File: config.mk
export PLATFORM = sky130hd
export DESIGN_NAME = ilk_top
export DESIGN_NICKNAME = d
export VERILOG_FILES = /design/src/rtl/ilk_pkg.sv /design/src/rtl/ilk_lat_sel.sv /design/src/rtl/ilk_sb.sv /design/src/rtl/ilk_top.sv
export SDC_FILE = /design/constraint.sdc
export NUM_CORES = 1
export LEC_CHECK = 0
export CAP_MARGIN = 10
export CORE_UTILIZATION = 35
export DETAILED_ROUTE_END_ITERATION = 8
export DONT_BUFFER_PORTS = 1
export PLACE_DENSITY = 0.45
export SLEW_MARGIN = 0
export SYNTH_ARGS = -nofsm -noshare
export SYNTH_HDL_FRONTEND = slang
export SYNTH_HIERARCHICAL = 1
export SYNTH_SLANG_ARGS = --single-unit
File: constraint.sdc
create_clock -name clk_i -period 9.6 [get_ports clk_i]
set_input_delay 1.92 -clock clk_i [delete_from_list [all_inputs] [get_ports clk_i]]
set_output_delay 1.92 -clock clk_i [all_outputs]
set_load 0.02 [all_outputs]
File: src/rtl/ilk_pkg.sv
package ilk_pkg;

  typedef enum logic [3:0] {
    CL_ALU   = 4'd0,
    CL_ALUSH = 4'd1,
    CL_CLZ   = 4'd2,
    CL_MOV   = 4'd3,
    CL_MUL   = 4'd4,
    CL_MLA   = 4'd5,
    CL_MULL  = 4'd6,
    CL_MUL1  = 4'd7,
    CL_DMLAL = 4'd8,
    CL_LD    = 4'd9,
    CL_LDM   = 4'd10,
    CL_ST    = 4'd11,
    CL_CALL  = 4'd12,
    CL_RSV13 = 4'd13,
    CL_RSV14 = 4'd14,
    CL_RSV15 = 4'd15
  } cls_e;

  typedef enum logic [1:0] {
    US_EARLY  = 2'd0,
    US_LATE   = 2'd1,
    US_ACC    = 2'd2,
    US_STDATA = 2'd3
  } use_e;

  localparam int CLS_W = 4;
  localparam int USE_W = 2;

  function automatic logic is_alu(cls_e c);
    return c inside {CL_ALU, CL_ALUSH, CL_CLZ};
  endfunction

  function automatic logic is_mul(cls_e c);
    return c inside {CL_MUL, CL_MLA, CL_MULL, CL_MUL1, CL_DMLAL};
  endfunction

  function automatic logic writes_reg(cls_e c);
    return (c <= CL_LDM) || (c == CL_CALL);
  endfunction

  function automatic int base_lat(cls_e p);
    case (p)
      CL_ALU, CL_ALUSH, CL_CLZ: return 2;
      CL_MOV:                   return 1;
      CL_MUL, CL_MLA, CL_DMLAL: return 6;
      CL_MULL:                  return 7;
      CL_MUL1:                  return 5;
      CL_LD:                    return 3;
      CL_LDM:                   return 5;
      CL_CALL:                  return 32;
      default:                  return 0;
    endcase
  endfunction

  // late-operand reductions for ALU-type consumers
  function automatic int late_lat(cls_e p);
    if (p == CL_MOV) return 0;
    if (is_alu(p))   return 1;
    if (is_mul(p))   return 4;
    if (p == CL_LD)  return 2;
    if (p == CL_LDM) return 4;
    return base_lat(p);
  endfunction

endpackage

File: src/rtl/ilk_lat_sel.sv
module ilk_lat_sel
  import ilk_pkg::*;
#(
  parameter int AGE_W = 6
) (
  input  logic             en_i,
  input  logic [CLS_W-1:0] prod_cls_i,
  input  logic [CLS_W-1:0] cons_cls_i,
  input  logic [USE_W-1:0] use_i,
  input  logic [AGE_W-1:0] age_i,
  output logic [AGE_W-1:0] lat_o,
  output logic             wait_o
);

  cls_e p_cls;
  cls_e c_cls;
  use_e u;
  int   lat;

  assign p_cls = cls_e'(prod_cls_i);
  assign c_cls = cls_e'(cons_cls_i);
  assign u     = use_e'(use_i);

  always_comb begin
    lat = base_lat(p_cls);
    unique case (u)
      US_LATE:   if (is_alu(c_cls)) lat = late_lat(p_cls);
      US_ACC:    if (c_cls == CL_MLA && p_cls inside {CL_MUL, CL_MLA, CL_MUL1}) lat = 1;
      US_STDATA: if (c_cls == CL_ST && (is_alu(p_cls) || p_cls == CL_MOV)) lat = 0;
      default:   ;
    endcase
    if (!en_i) lat = 0;
  end

  assign lat_o  = AGE_W'(lat);
  assign wait_o = en_i && (age_i < lat_o);

endmodule

File: src/rtl/ilk_sb.sv
module ilk_sb
  import ilk_pkg::*;
#(
  parameter int NREG  = 16,
  parameter int AGE_W = 6,
  parameter int N_RD  = 3,
  parameter int RW    = $clog2(NREG)
) (
  input  logic                  clk_i,
  input  logic                  rst_ni,
  input  logic                  wr_en_i,
  input  logic [RW-1:0]         wr_reg_i,
  input  logic [CLS_W-1:0]      wr_cls_i,
  input  logic [N_RD*RW-1:0]    rd_reg_i,
  output logic [N_RD*AGE_W-1:0] rd_age_o,
  output logic [N_RD*CLS_W-1:0] rd_cls_o
);

  localparam logic [AGE_W-1:0] AGE_MAX = '1;

  logic [AGE_W-1:0] age_q [NREG];
  logic [CLS_W-1:0] cls_q [NREG];

  always_ff @(posedge clk_i or negedge rst_ni) begin
    if (!rst_ni) begin
      for (int r = 0; r < NREG; r++) begin
        age_q[r] <= AGE_MAX;
        cls_q[r] <= CLS_W'(CL_ST);
      end
    end else begin
      for (int r = 0; r < NREG; r++) begin
        if (wr_en_i && wr_reg_i == RW'(r)) begin
          age_q[r] <= AGE_W'(1);
          cls_q[r] <= wr_cls_i;
        end else if (age_q[r] != AGE_MAX) begin
          age_q[r] <= age_q[r] + AGE_W'(1);
        end
      end
    end
  end

  for (genvar i = 0; i < N_RD; i++) begin : g_rd
    assign rd_age_o[i*AGE_W +: AGE_W] = age_q[rd_reg_i[i*RW +: RW]];
    assign rd_cls_o[i*CLS_W +: CLS_W] = cls_q[rd_reg_i[i*RW +: RW]];
  end

endmodule

File: src/rtl/ilk_top.sv
module ilk_top
  import ilk_pkg::*;
#(
  parameter int N_SRC = 3,
  parameter int NREG  = 16,
  parameter int AGE_W = 6,
  localparam int RW   = $clog2(NREG)
) (
  input  logic                   clk_i,
  input  logic                   rst_ni,
  input  logic                   cons_valid_i,
  input  logic [CLS_W-1:0]       cons_class_i,
  input  logic                   cons_dst_en_i,
  input  logic [RW-1:0]          cons_dst_i,
  input  logic [N_SRC-1:0]       src_en_i,
  input  logic [N_SRC*RW-1:0]    src_reg_i,
  input  logic [N_SRC*USE_W-1:0] src_use_i,
  output logic                   stall_o,
  output logic [N_SRC*AGE_W-1:0] eff_lat_o
);

  logic [N_SRC*AGE_W-1:0] rd_age;
  logic [N_SRC*CLS_W-1:0] rd_cls;
  logic [N_SRC-1:0]       op_wait;
  logic                   accept;

  assign accept = cons_valid_i && !stall_o && cons_dst_en_i && writes_reg(cls_e'(cons_class_i));

  ilk_sb #(
    .NREG (NREG),
    .AGE_W(AGE_W),
    .N_RD (N_SRC),
    .RW   (RW)
  ) u_sb (
    .clk_i   (clk_i),
    .rst_ni  (rst_ni),
    .wr_en_i (accept),
    .wr_reg_i(cons_dst_i),
    .wr_cls_i(cons_class_i),
    .rd_reg_i(src_reg_i),
    .rd_age_o(rd_age),
    .rd_cls_o(rd_cls)
  );

  for (genvar i = 0; i < N_SRC; i++) begin : g_op
    ilk_lat_sel #(.AGE_W(AGE_W)) u_lat (
      .en_i      (src_en_i[i]),
      .prod_cls_i(rd_cls[i*CLS_W +: CLS_W]),
      .cons_cls_i(cons_class_i),
      .use_i     (src_use_i[i*USE_W +: USE_W]),
      .age_i     (rd_age[i*AGE_W +: AGE_W]),
      .lat_o     (eff_lat_o[i*AGE_W +: AGE_W]),
      .wait_o    (op_wait[i])
    );
  end

  assign stall_o = cons_valid_i && (|op_wait);

endmodule

==> results of run 1 <==
-- worst max-delay path by stage --
stage                      start                    endpoint  slack (ns)  cells past startpoint
finish              src_reg_i[2]                     stall_o        1.80                     18
global route        src_reg_i[3]                     stall_o        1.55                     18
CTS                 src_reg_i[3]                     stall_o        1.91                     18
detailed placement  src_reg_i[7]  u_sb/cls_q[62]$_DFFE_PN0N_        1.92                     18
global placement    src_reg_i[7]  u_sb/cls_q[62]$_DFFE_PN0N_        1.95                     18
floorplan           src_reg_i[0]                     stall_o        2.05                     19
-- per-stage QoR --
stage          util (%)  power [W]  instances
4_1_cts           37.58   0.003893       1542
3_5_place_dp      35.90   0.003159       1510
5_1_grt           37.58   0.004150       1542
3_3_place_gp      35.90   0.003160       1510
6_report          37.58   0.003893       1542
2_1_floorplan         -   0.002709       1144
-- kinds of logic after synthesis --
group                      count (synthesis)  synth area share [%]
AOI/OAI and AO/OA                        264                 13.74
buffers and inverters                    126                 4.499
adders and majority gates                 41                 4.054
and+or+nand+nor                          360                 17.13
DFF                                      160                 33.14
muxes                                    187                 27.35
other                                      3               0.08919
-- worst reg2reg max path, stage by stage, from the launching register on --
cell	delay, ns
dfstp_2	0.39
mux4_2	0.46
a22oi_1	0.30
nand2_1	0.25
inv_1	0.13
ha_1	0.24
nor3_2	0.08
nor4_2	0.28
and2_1	0.18
and3b_1	0.20
a32oi_1	0.17
ha_1	0.21
nor2_1	0.05
nor4_1	0.20
o22ai_1	0.11
o21bai_1	0.17
or3_1	0.36
a211oi_2	0.45
or3b_1	0.77
nor3_4	0.47
mux2_2	0.38
-- layout make-up --
cell class | instances | area (um^2)
fillers | 3494 | 22200
flip-flops and latches | 160 | 4184
clock buffers | 23 | 467.9
clock inverters | 9 | 130.1
well taps | 461 | 576.8
repair buffers | 2 | 15.01
multi-input cells | 858 | 7884
inverters | 29 | 108.9
-- registers in the layout, indices dropped and copies added (netlist names) --
register    count
u_sb/cls_q     64
u_sb/age_q     96
-- per-layer routing --
layer  GRT usage, %  wire (um)  part of all wire [%]
met1          28.91      16990                    43
met2          35.96      19320                    49
met3          4.276       1831                   4.6
met4          9.341       1289                   3.3
met5              0          0                     0
-- synth_stat cells (all sizes together) (16+ instances only) --
| master | number |
|---|---|
| inv | 29 |
| nand4 | 25 |
| nor2 | 43 |
| o22ai | 20 |
| a22oi | 60 |
| ha | 40 |
| mux2 | 64 |
| and3 | 19 |
| o21ai | 44 |
| clkbuf | 52 |
| dfstp | 144 |
| nor4 | 16 |
| a31oi | 45 |
| buf | 45 |
| nand2 | 71 |
| mux4 | 120 |
| nor3 | 58 |
| dfrtp | 16 |
| a21oi | 41 |
| nand3 | 37 |
-- power by group --
part	switching (W)	total (W)	internal, W
sequential	0.000527	0.00167	0.00115
combinational	0.000726	0.00151	0.000782
clock	0.000288	0.000711	0.000423
==> flow_summary_export.csv, run 1 <==
group,metric,value,unit
setup_path,timing.rr.start,"u_sb/cls_q[49]$_DFFE_PN1N_",
cells_and_area,final_cell_mix,"dfstp_2, mux4_2, nand2_1",
detailed_routing,first_pass_iters,5,
detailed_routing,drc,0,
setup_path,criticalPathCategory,"in2out",
hold_path,hold_end,"u_sb/age_q[49]$_DFFE_PN1P_",
detailed_routing,vias,9815,
floorplanning,initial_utilization,35.49,%
setup_path,r2r_slack,3.62,ns
hold_path,hold_class,"reg2reg",
clock_network,path_clk_slew,0.07,ns
clock_network,holdBufCountCts,0,
setup_path,crit_fanout,10,
sta,finClkSkew,0.01446,ns
detailed_routing,viasPerCell,6.365,
global_route,grt_max_degree,161,
detailed_routing,antenna_left,0,
detailed_routing,drt-total-wl,39430,um
floorplanning,die_area,36830,um^2
clock_network,clkSinkCount,160,
sta,final-hold-violation-count,0,
floorplanning,core_region_area,35570,um^2
logic_synthesis,yosys_warnings,6,
global_route,grtUsageTotal,22.21,%
logic_synthesis,synth_edf_count,0,
cells_and_area,layout-drive-gt1-share,36.26,%
floorplanning,die_x,191.9,um
logic_synthesis,netlist_area,12620,um^2
sta,fmax,128.3,MHz
place,pre_cts_ws,1.923,ns
place,portBuffers,0,
logic_synthesis,synth_top_area_cell,"dfstp_2",
setup_path,cp_top_family,"simple AND/OR/NAND/NOR gates",
logic_synthesis,ys.flop_type,"dfstp_2",
clock_network,cts_setup_buffers,0,
setup_path,endpoint_kind,"output port",
setup_path,cpPeakStageDelay,0.55,ns
setup_path,crit_chain,"nor2b_1 > a22oi_1 > nand2_1 > inv_1 > ha_1 > nor3_2 > nor4_2 > and2_1 > o31ai_1 > nand2_1 > ha_1 > o31ai_1 > nand3b_1 > or4_1 > o22ai_1 > o21bai_1 > or3_1 > and2_1",
place,placed_area,12770,um^2
pwr,leakagePower,4.939,nW
global_route,antenna_found_initial,0,
clock_network,clk_latency,0.45,ns
sta,setup-tns-final,0,ns
logic_synthesis,synth_top_area_share,29.97,%
global_route,grt-ovfl-total,0,
clock_network,clk_path_buf_depth,2,
hold_path,min-delay-start,"u_sb/age_q[49]$_DFFE_PN1P_",
setup_path,cpMaxStageDelayCell,"nor2b_1",
logic_synthesis,syn_avg_cell_area,11.06,um^2
place,gp_congestion,0.8929,
setup_path,worstSetupStartpointType,"input port",
global_route,grt_pass1_wl,60050,um
cells_and_area,final_common_cell,"dfstp_2",
outcome,status,"finished clean",
sta,rsz0062_at_grt,"no",
logic_synthesis,synth_seq_area_share,33.14,%
floorplanning,die_h,191.9,um
clock_network,root_buffer,"clkbuf_16",
hold_path,worstHoldPathCells,2,
clock_network,cts.repair.resized,0,
setup_path,r2r_end,"u_sb/cls_q[62]$_DFFE_PN0N_",
logic_synthesis,async_flop_share,100.0,%
detailed_routing,wl_per_cell,25.57,um
job,cap_violations,0,
floorplanning,core.rowCount,69,
clock_network,cts_tree,"done",
clock_network,cts_made_buffers,17,
sta,tightest_slew,0.8861,ns
sta,min_period,7.797,ns
sta,setup_violations,0,
global_route,first_global_vias,9302,
sta,min_period_over_period,81.22,%
setup_path,path_buf_inv,1,
clock_network,htreeDepth,4,
logic_synthesis,ys_ff_latch,160,
cells_and_area,num_antenna_cells,0,
floorplanning,pin_count,52,
pwr,peakVddDrop,230.7,uV
setup_path,rr_worst_depth,20,
cells_and_area,fin_area,13370,um^2
logic_synthesis,synth_cell_types,71,
sta,hold-worst-slack,0.5230,ns
place,hpwl,28230,um
sta,setup_ws,1.803,ns
logic_synthesis,netlist_instances,1141,
cells_and_area,fin_nets,1141,
setup_path,worst-endpoint-required,7.68,ns
sta,drv_slew,0,
logic_synthesis,synthTopCellsByArea,"dfstp_2, mux4_2, mux2_2",
setup_path,cp.arrival,5.88,ns
cells_and_area,layout-area-overhead-vs-synth,5.877,%
detailed_routing,drtIter0Drc,660,
sta,max_slew_margin,40.93,%
pwr,cellPowerDensity,291.2,nW/um^2
Power figures use the tool's default switching activity.
==> inputs of run 2 (changes only) <==
--- a/config.mk
+++ b/config.mk
@@ -9,7 +9,7 @@
 export CORE_UTILIZATION = 35
 export DETAILED_ROUTE_END_ITERATION = 8
 export DONT_BUFFER_PORTS = 1
-export PLACE_DENSITY = 0.45
+export PLACE_DENSITY = 0.47
 export SLEW_MARGIN = 0
 export SYNTH_ARGS = -nofsm -noshare
 export SYNTH_HDL_FRONTEND = slang
==> constraint.sdc (replaced) <==
create_clock -name clk_i -period 7 [get_ports clk_i]
set_input_delay 1.4 -clock clk_i [delete_from_list [all_inputs] [get_ports clk_i]]
set_output_delay 1.4 -clock clk_i [all_outputs]
set_load 0.02 [all_outputs]
==> run 2 against run 1 <==
Against the previous run: sequential power up 37%; total power is 34% higher; cell area grew 1.1%; worst setup slack worse by 1.5 ns; largest cell class unchanged; largest power group unchanged; highest routed layer is now met5.
==> flow_summary_export.csv, run 2 (same netlist as run 1, synthesis figures left out) <==
group,metric,value,unit
outcome,status,"finished clean",
detailed_routing,viasPerCell,6.337,
detailed_routing,vias,9924,
setup_path,timing.rr.start,"u_sb/cls_q[17]$_DFFE_PN1N_",
pwr,cellPowerDensity,386.6,nW/um^2
setup_path,r2r_end,"u_sb/cls_q[50]$_DFFE_PN0N_",
detailed_routing,wl_per_cell,25.03,um
job,cap_violations,0,
pwr,power_frac_clock,17.0,%
setup_path,criticalPathCategory,"in2out",
pwr,pwr-share-comb,39.2,%
clock_network,htreeDepth,4,
global_route,grt_pass1_wl,59780,um
sta,final-hold-violation-count,0,
floorplanning,die_h,191.9,um
pwr,p_sw_share,40.10,%
place,portBuffers,0,
setup_path,crit_cells,17,
pwr,p_seq_share,43.9,%
setup_path,startpoint,"src_reg_i[0]",
hold_path,hold_class,"reg2reg",
floorplanning,die_area,36830,um^2
setup_path,cpMaxStageDelayCell,"mux4_2",
clock_network,holdBufCountCts,0,
detailed_routing,antenna_left,0,
setup_path,worstSetupStartpointType,"input port",
sta,min_period,6.701,ns
detailed_routing,drc,0,
cells_and_area,final_cell_mix,"dfstp_2, mux4_2, nand2_1",
place,hpwl,28110,um
global_route,antenna_found_initial,2,
clock_network,cts_made_buffers,17,
setup_path,cp_top_family,"simple AND/OR/NAND/NOR gates",
cells_and_area,layout-drive-gt1-share,38.10,%
setup_path,cp.arrival,5.30,ns
setup_path,r2r_slack,1.48,ns
setup_path,critical_path.endpoint,"stall_o",
sta,setup_ws,0.2992,ns
cells_and_area,num_antenna_cells,0,
place,dp.cells,1534,
sta,setup_violations,0,
sta,tightest_slew,0.7049,ns
place,pre_cts_ws,0.3322,ns
clock_network,cts_tree,"done",
setup_path,worst-endpoint-required,5.60,ns
cells_and_area,reg.largest.list,"u_sb/age_q x96, u_sb/cls_q x64",
cells_and_area,largest_reg_flops,96,
clock_network,clkSinkCount,160,
setup_path,rr_worst_depth,18,
floorplanning,die_x,191.9,um
global_route,grtUsageTotal,21.88,%
clock_network,path_clk_slew,0.06,ns
sta,fmax,149.2,MHz
global_route,grt_max_degree,161,
floorplanning,pin_count,52,
pwr,p_switching,0.002094,W
setup_path,endpoint_kind,"output port",
clock_network,cts_setup_buffers,0,
detailed_routing,drt-total-wl,39200,um
setup_path,cpPeakStageDelay,0.52,ns
clock_network,clk_path_buf_depth,2,
sta,finClkSkew,0.01201,ns
floorplanning,core.rowCount,69,
setup_path,crit_fanout,40,
clock_network,clk_latency,0.44,ns
cells_and_area,fin_nets,1165,
sta,max_slew_margin,52.51,%
cells_and_area,instances_no_fill,1566,
sta,rsz0062_at_grt,"no",
pwr,intPower,0.003128,W
global_route,first_global_vias,9455,
sta,setup-tns-final,0,ns
clock_network,cts.repair.resized,0,
pwr,peakVddDrop,286.4,uV
floorplanning,core_region_area,35570,um^2
cells_and_area,layout-area-overhead-vs-synth,6.997,%
detailed_routing,drtIter0Drc,888,
setup_path,crit_chain,"mux4_2 > a22oi_2 > nand2_2 > ha_1 > nor3_2 > nor4_2 > and2_1 > o31ai_1 > nand2_1 > ha_1 > o31ai_1 > nand3b_1 > or4_1 > o22ai_1 > o21bai_1 > or3_1 > and2_1",
global_route,grt-ovfl-total,0,
clock_network,root_buffer,"clkbuf_16",
place,gp_congestion,0.8620,
setup_path,path_buf_inv,0,
sta,min_period_over_period,95.73,%
cells_and_area,final_common_cell,"dfstp_2",
sta,drv_slew,0,
floorplanning,initial_utilization,35.49,%
pwr,leakagePower,5.027,nW
detailed_routing,first_pass_iters,5,
cells_and_area,max_flop_register,"u_sb/age_q",
-- run 2: cell type report --
cell class,count,area [um^2]
repair buffers,26,195.2
well taps,461,576.8
fillers,3505,22060
flip-flops and latches,160,4184
clock buffers,22,464.2
inverters,29,108.9
clock inverters,10,80.08
multi-input cells,858,7899
-- run 2: worst reg2reg max path, cell delays in order (launching register included) --
cell and delay, ns:
dfstp_2 0.40, mux4_2 0.47, a22oi_1 0.28, nand2_1 0.21
ha_1 0.28, nor3_1 0.30, nand4b_1 0.19, and2_1 0.17
nand4_1 0.14, ha_1 0.34, nand2_1 0.05, nor4_1 0.28
a21oi_1 0.15, or3_1 0.42, a211oi_2 0.42, or3b_1 0.49
buf_4 0.25, nor2_8 0.21, mux2_2 0.35
-- run 2: worst min-delay path by stage --
| stage | from | slack [ns] | endpoint | cells past startpoint |
|---|---|---|---|---|
| floorplan | u_sb/age_q[49]$_DFFE_PN1P_ | 0.49 | u_sb/age_q[49]$_DFFE_PN1P_ | 2 |
| detailed placement | u_sb/age_q[49]$_DFFE_PN1P_ | 0.52 | u_sb/age_q[49]$_DFFE_PN1P_ | 2 |
| CTS | u_sb/age_q[49]$_DFFE_PN1P_ | 0.53 | u_sb/age_q[49]$_DFFE_PN1P_ | 2 |
| finish | u_sb/age_q[49]$_DFFE_PN1P_ | 0.53 | u_sb/age_q[49]$_DFFE_PN1P_ | 2 |
| global placement | u_sb/age_q[49]$_DFFE_PN1P_ | 0.52 | u_sb/age_q[49]$_DFFE_PN1P_ | 2 |
| global route | u_sb/age_q[49]$_DFFE_PN1P_ | 0.55 | u_sb/age_q[49]$_DFFE_PN1P_ | 2 |
-- run 2: power groups by stage --
stage               combinational (W)  sequential [W]  clock [W]
floorplan                     0.00187         0.00185          0
global placement              0.00203         0.00228          0
detailed placement            0.00202         0.00229          0
CTS                           0.00204         0.00228   0.000916
global route                  0.00225         0.00239   0.000953
finish                        0.00204         0.00229   0.000885
-- run 2: per-stage QoR --
| stage | instance area, um^2 | util (%) | hold WS [ns] | power [W] |
|---|---|---|---|---|
| 6_report | 13510 | 37.98 | 0.5329 | 0.005222 |
| 5_1_grt | 13510 | 37.98 | 0.5543 | 0.005593 |
| 4_1_cts | 13490 | 37.93 | 0.5329 | 0.005228 |
| 3_5_place_dp | 12950 | 36.40 | 0.5241 | 0.004310 |
| 3_3_place_gp | 12950 | 36.40 | 0.5156 | 0.004313 |
| 2_1_floorplan | 12640 | - | 0.4894 | 0.003715 |
-- run 2: layer usage --
layer / GRT usage, % / wire, um / vias to the layer above / share of wire, %
li1: - / - / 4447 / -
met1: 29.08 / 16650 / 5100 / 42
met2: 36.39 / 19480 / 330 / 50
met3: 4.129 / 2364 / 43 / 6.0
met4: 5.708 / 682 / 4 / 1.7
met5: 0 / 27 / - / 0.069
==> inputs of run 3 (changes only) <==
--- a/config.mk
+++ b/config.mk
@@ -10,7 +10,7 @@
 export DETAILED_ROUTE_END_ITERATION = 8
 export DONT_BUFFER_PORTS = 1
 export PLACE_DENSITY = 0.47
-export SLEW_MARGIN = 0
+export SLEW_MARGIN = 20
 export SYNTH_ARGS = -nofsm -noshare
 export SYNTH_HDL_FRONTEND = slang
 export SYNTH_HIERARCHICAL = 1
==> results of run 3 <==
The final DEF is identical to that of run 2; final timing and power are the same.
